[src/rtl/pla_array.sv]
`timescale 1ns/1ps
module pla_array #(
  parameter int N_IN   = 4,
  parameter int N_PROD = 16,
  parameter int N_OUT  = 2
) (
  input  logic              clk,
  input  logic              rst_n,
  input  logic              cfg_en,
  input  logic              cfg_bit,
  input  logic [N_IN-1:0]   in_vec,
  output logic [N_OUT-1:0]  out_vec
);
  localparam int COLS     = 2 * N_IN;
  localparam int AND_BITS = N_PROD * COLS;
  localparam int OR_BITS  = N_PROD * N_OUT;
  localparam int TOTAL    = AND_BITS + OR_BITS;

  logic [TOTAL-1:0]  xp;
  logic [COLS-1:0]   lit;
  logic [N_PROD-1:0] prod;
  logic [N_OUT-1:0]  sop;

  always_ff @(posedge clk or negedge rst_n)
    if (!rst_n)      xp <= '0;
    else if (cfg_en) xp <= {cfg_bit, xp[TOTAL-1:1]};

  genvar i, r, o;
  generate
    for (i = 0; i < N_IN; i++) begin : g_lit
      assign lit[2*i]   =  in_vec[i];
      assign lit[2*i+1] = ~in_vec[i];
    end
    for (r = 0; r < N_PROD; r++) begin : g_row
      wire [COLS-1:0] sel = xp[r*COLS +: COLS];
      assign prod[r] = (|sel) & (&(lit | ~sel));
    end
    for (o = 0; o < N_OUT; o++) begin : g_out
      wire [N_PROD-1:0] pick;
      for (r = 0; r < N_PROD; r++) begin : g_pick
        assign pick[r] = xp[AND_BITS + r*N_OUT + o];
      end
      assign sop[o] = |(prod & pick);
    end
  endgenerate

  assign out_vec = cfg_en ? '0 : sop;

  a_r1_reset_clears: assert property (@(posedge clk) !rst_n |=> (xp == '0));
  a_r2_shift_entry: assert property (@(posedge clk) disable iff (!rst_n)
    cfg_en |=> (xp[TOTAL-1] == $past(cfg_bit)));
  a_r8_hold_config: assert property (@(posedge clk) disable iff (!rst_n)
    !cfg_en |=> $stable(xp));
  a_r7_blank_on_load: assert property (@(posedge clk) disable iff (!rst_n)
    cfg_en |-> (out_vec == '0));
  a_r6_out_needs_term: assert property (@(posedge clk) disable iff (!rst_n)
    (out_vec != '0) |-> (prod != '0));
  a_r5_term_needs_literal: assert property (@(posedge clk) disable iff (!rst_n)
    (prod != '0) |-> (xp[AND_BITS-1:0] != '0));
endmodule

[config.mk]
export PLATFORM = sky130hd
export DESIGN_NAME = pla_array
export DESIGN_NICKNAME = d
export VERILOG_FILES = /design/src/rtl/pla_array.sv
export SDC_FILE = /design/constraint.sdc
export NUM_CORES = 1
export LEC_CHECK = 0
export CORE_ASPECT_RATIO = 2
export CORE_MARGIN = 4
export CORE_UTILIZATION = 62
export DETAILED_ROUTE_END_ITERATION = 10
export PLACE_DENSITY_LB_ADDON = 0.08
export SLEW_MARGIN = 10
export SYNTH_ARGS = -nofsm -noshare
export SYNTH_HDL_FRONTEND = slang
export SYNTH_SLANG_ARGS = --single-unit
export TNS_END_PERCENT = 1
[constraint.sdc]
create_clock -name clk -period 2.4 [get_ports clk]
set_input_delay 0.6 -clock clk [delete_from_list [all_inputs] [get_ports clk]]
set_output_delay 0.6 -clock clk [all_outputs]
set_load 0.01 [all_outputs]
== Word-level counts from Yosys, hierarchy flattened ==
Cells that the tools add are included.

* Muxes and demuxes: 1
* Bitwise operators: 54
* Reductions and logical operators: 34

{| class="wikitable"
|+ Operators with widths
! kind !! number
|-
| 8-bit inverter || 16
|-
| 8-bit bitwise OR || 16
|-
| 8-bit AND reduction || 16
|-
| 8-bit OR reduction || 16
|-
| 16-bit AND || 2
|-
| 16-bit OR reduction || 2
|-
| 1-bit AND || 16
|-
| 1-bit inverter || 4
|-
| 2-bit 2-to-1 mux || 1
|}

* Register bits: 160
* Output and inout bits: 2

== Depth between registers and ports, before layout ==
* Depth in word-level cells: 7
* Depth in mapped cells: 7
* Depth with buffers taken out: 5

== Worst setup path after synthesis ==
No wires, ideal clock.

* Path kind: input port to output port
* From: input port in_vec[1]
* To: output port out_vec[1]
* Arrival time: 1796 ps
* Required time: 1800 ps
* Slack: 4 ps
* Cell stages on the path: 7
* Path buffers: 2
* Cells stage by stage: buf_2 buf_6 mux2i_1 nand4_1 nor3b_1 a2111oi_1 a41oi_1

* Word-level cells in the longest chain between the ends: 7
* Elaborated cells between the ends (all ways): 52

{| class="wikitable"
|+ Ends and longest elaborated chain
! element !! RTL line !! text
|-
| from (decl) || 11 || <nowiki>input logic [N_IN-1:0] in_vec,</nowiki>
|-
| 1-bit inverter || 32 || <nowiki>assign lit[2*i+1] = ~in_vec[i];</nowiki>
|-
| 8-bit bitwise OR || 36 || <nowiki>assign prod[r] = (|sel) & (&(lit | ~sel));</nowiki>
|-
| 8-bit AND reduction || 36 ||
|-
| 1-bit AND || 36 ||
|-
| 16-bit AND (*) || 43 || <nowiki>assign sop[o] = |(prod & pick);</nowiki>
|-
| 16-bit OR reduction (*) || 43 ||
|-
| 2-bit 2-to-1 mux (*) || 47 || <nowiki>assign out_vec = cfg_en ? '0 : sop;</nowiki>
|-
| to (decl) || 12 || <nowiki>output logic [N_OUT-1:0] out_vec</nowiki>
|}

Every way passes the cells marked *; elsewhere a longest branch is shown, timed or not.

== Final worst setup path ==
* From: register xp[88]
* To: output port out_vec[1]

* Word-level cells in the longest chain between the ends: 7
* Elaborated cells between the ends (all ways): 8

{| class="wikitable"
|+ Ends and longest elaborated chain
! element !! RTL line !! text
|-
| from (decl) || 19 || <nowiki>logic [TOTAL-1:0] xp;</nowiki>
|-
| from (signal assigned) || 26 || <nowiki>else if (cfg_en) xp <= {cfg_bit, xp[TOTAL-1:1]};</nowiki>
|-
| 8-bit inverter || 36 ||
|-
| 8-bit bitwise OR || 36 ||
|-
| 8-bit AND reduction || 36 ||
|-
| 1-bit AND (*) || 36 ||
|-
| 16-bit AND (*) || 43 ||
|-
| 16-bit OR reduction (*) || 43 ||
|-
| 2-bit 2-to-1 mux (*) || 47 ||
|}

Marks and branches as above.

==> flow_metrics.env <==
export IMPL_grt_antenna_before_repair=0
export IMPL_tightest_slew_ps=984
export IMPL_fp_row_count=55
export IMPL_setup_tns_final_ps=-1400
export IMPL_pwr_density_cell_nw_per_um2=674
export IMPL_final_layout_size_suffix_gt1_frac=0.592
export IMPL_power_total_mw=6.65
export IMPL_htreeDepth=4
export IMPL_clk_path_buf_depth=2
export IMPL_clock_sink_count=160
export IMPL_syn_area_per_cell_sq_um=13.8
export IMPL_timing_final_crit_share=1.30
export IMPL_timing_critical_path_arrival_ps=2530
export IMPL_fillers=518
export IMPL_ys_flop_type="sky130_fd_sc_hd__dfrtp_1"
export IMPL_path_class="reg2out"
export IMPL_later_pin_clock_latency_in_the_skew_report_ps=430
export IMPL_detailedPlacementHpwl_um=11100
export IMPL_tritoncts_num_buffers=17
export IMPL_boundaryPins=10
export IMPL_cp_buffers_inverters=2
export IMPL_grt_max_degree=161
export IMPL_num_antenna_cells=0
export IMPL_coreArea_sq_um=11400
export IMPL_cp_cell_sequence="or4_4 -> nor2_4 -> nor3b_2 -> a2111oi_2 -> buf_4 -> a41oi_2 -> buf_2"
export IMPL_violations="negative setup slack"
export IMPL_rsz0062_at_grt="yes"
export IMPL_number_of_cells_on_the_critical_path=7
export IMPL_maxClockFrequency_mhz=319
export IMPL_cp_end_kind="primary output"
export IMPL_clk_pin_slew_worst_paths_ps=60
export IMPL_port_buffer_count=9
export IMPL_largest_register_by_flop_count="xp"
export IMPL_slew_headroom=0.344
export IMPL_max_rail_drop_vdd_v=0.000627
export IMPL_synth_area_leaders="sky130_fd_sc_hd__dfrtp_1 55%, sky130_fd_sc_hd__mux2_2 25%, sky130_fd_sc_hd__mux2i_1 8.8%, sky130_fd_sc_hd__or4_1 2.8%, sky130_fd_sc_hd__nor3b_1 1.3%"
export IMPL_fp_dieW_um=84.7
export IMPL_clock_tree_root_cell="sky130_fd_sc_hd__clkbuf_16"
export IMPL_layoutNonFillerInstCount=865
export IMPL_p_sw_mw=1.61
export IMPL_power_frac_comb=0.108
export IMPL_first_pass_grt_wire_length_um=31500
export IMPL_cts_tree="yes"
export IMPL_synthesis_yosys_warnings=0
export IMPL_route_detailed_wl_per_inst_um=25.9
export IMPL_first_pass_iters=5
export IMPL_share_clk_of_total_power=0.421
export IMPL_static_leakage_power_nw=5.20
export IMPL_finalHoldViolations=0
export IMPL_worst_r2r_path_depth=3
export IMPL_path_max_fanout=2
export IMPL_cap_viol_max_count=0
export IMPL_detailroute_via_count=5646
export IMPL_postLayoutSetupSlackWorst_ps=-732
export IMPL_timing_hold_worst_class="in2async"
export IMPL_worst_path_dominant_cell_family="simple AND/OR/NAND/NOR gates"
export IMPL_postCtsHoldBufs=0
export IMPL_outcome="complete, but fails checks"
export IMPL_initial_utilization=0.639
export IMPL_layout_core_utilization=0.863
export IMPL_syn_inst=527
export IMPL_detail_route_wirelength_um=22400
export IMPL_detail_route_iter0_violations=406
export IMPL_largest_register_ff_count=160
export IMPL_grt_util_all_layers=0.301
export IMPL_worst_setup_path_start_kind="register"
export IMPL_seqPwrFrac=0.472
export IMPL_netlist_top_cells_count="160 x sky130_fd_sc_hd__dfrtp_1, 160 x sky130_fd_sc_hd__mux2_2, 64 x sky130_fd_sc_hd__mux2i_1"
export IMPL_syn_cell_area_sq_um=7300
export IMPL_syn_to_final_growth_pct=35.1
export IMPL_final_antenna_net_count=0
export IMPL_grt_overflow_total=0
export IMPL_number_of_synthesized_register_bits=160
export IMPL_synth_edff_count=0
export IMPL_final_count_of_pins_violating_max_slew=0
export IMPL_globalplace_congestion=0.804
export IMPL_final_nets=720
export IMPL_fp_dieArea_sq_um=13700
export IMPL_synth_lib_cells_used_distinct=21
export IMPL_synth_top_area_share=0.549
export IMPL_vias_per_cell=6.53
export IMPL_synth_async_sr_flop_share=1.00
export IMPL_yosysSeqAreaShare=0.549
export IMPL_instance_count_after_placement_with_tap_cells_included=808
export IMPL_timing_critical_path_slowest_stage_cell="sky130_fd_sc_hd__or4_4"
export IMPL_longest_individual_stage_delay_on_the_worst_path_ps=600
export IMPL_remaining_drc_errors=0
export IMPL_fin_crit_ps=3130
export IMPL_power_internal_mw=5.04
export IMPL_postSynthNetCount=535
export IMPL_final_setup_viol_count=2
export IMPL_finalClockSkew_ps=11.8
export IMPL_worst_ep_required_time_ps=1800
export IMPL_switching_share=0.241
export IMPL_post_synth_top_area_cell="sky130_fd_sc_hd__dfrtp_1"
export IMPL_layout_top_registers="xp (160)"
export IMPL_dieHeight_um=161
export IMPL_via_count_of_the_first_global_routing_pass=6015
[per-layer routing]
| layer | track usage | wire length [um] | share of wire | up-vias |
|---|---|---|---|---|
| met5 | 0 | 0 | 0 | - |
| met4 | 0.171 | 1500 | 0.067 | 0 |
| met3 | 0.0526 | 1250 | 0.056 | 124 |
| met2 | 0.558 | 12200 | 0.54 | 296 |
| met1 | 0.310 | 7440 | 0.33 | 2865 |
| li1 | - | - | - | 2361 |
[layout by cell type, fill, tap and decap left out, drive strengths merged]
cell type and instances:
buf 188, mux2 160, dfrtp 160, mux2i 64, or4 28, clkbuf 26
nor2 15, nand3 14, nor3 14, nor3b 13, nand2 9, nand4 8
nor4 7, a2111oi 5, bufinv 3, a41oi 2, a211oi 1, a21oi 1
clkinvlp 1, clkinv 1, bufbuf 1, clkdlybuf4s50 1, clkdlybuf4s15 1
[through the flow]
step           setup slack (ps)  instance area, sq um  hold WS (ps)
6_report                   -732                  9860           139
5_1_grt                    -760                  9860           170
4_1_cts                    -618                  9710           154
3_5_place_dp              -1290                  8690           517
3_3_place_gp              -1230                  8690           501
2_1_floorplan              3.74                  7300           304
[final timing paths]
path	start	endpoint	slack (ps)
setup / recovery	xp[88]	out_vec[1]	-730
hold / removal	rst_n	xp[29]	140
setup reg to reg	xp[115]	xp[114]	1300
hold reg to reg	xp[150]	xp[150]	550
max in group asynchronous	rst_n	xp[94]	1570
min in group clk	xp[150]	xp[150]	550
[cells by family after synthesis]
kind of cell,synth area share
mux,0.335
flops,0.549
simple gates,0.0871
buf+inv,0.0190
compound gates,0.0106
[power by group through the flow]
| stage | Sequential [mW] | Clock (mW) | Combinational [mW] |
|---|---|---|---|
| global route | 3.14 | 2.93 | 0.745 |
| CTS | 3.08 | 2.78 | 0.662 |
| detailed placement | 3.12 | 0 | 0.590 |
| floorplan | 3.05 | 0 | 0.388 |
| global placement | 3.10 | 0 | 0.563 |
| finish | 3.14 | 2.80 | 0.717 |
[layout make-up]
type | instances | area, sq um | area share
Clock inverter | 5 | 103 | 0.0104
Tap cell | 142 | 178 | 0.0180
Clock buffer | 25 | 495 | 0.0502
Sequential cell | 160 | 4000 | 0.406
Timing Repair Buffer | 192 | 1610 | 0.163
Multi-Input combinational cell | 341 | 3470 | 0.352
[what timing repair did]
action | in CTS | in global routing
hold endpoints to repair | 0 | 0
buffers inserted | 18 | 7
endpoints found under the setup margin | 2 | 2
resized for setup | 62 | 31
pin swaps | 15 | 17
cloned | 3 | 0
(Power assumes the default switching activity.)
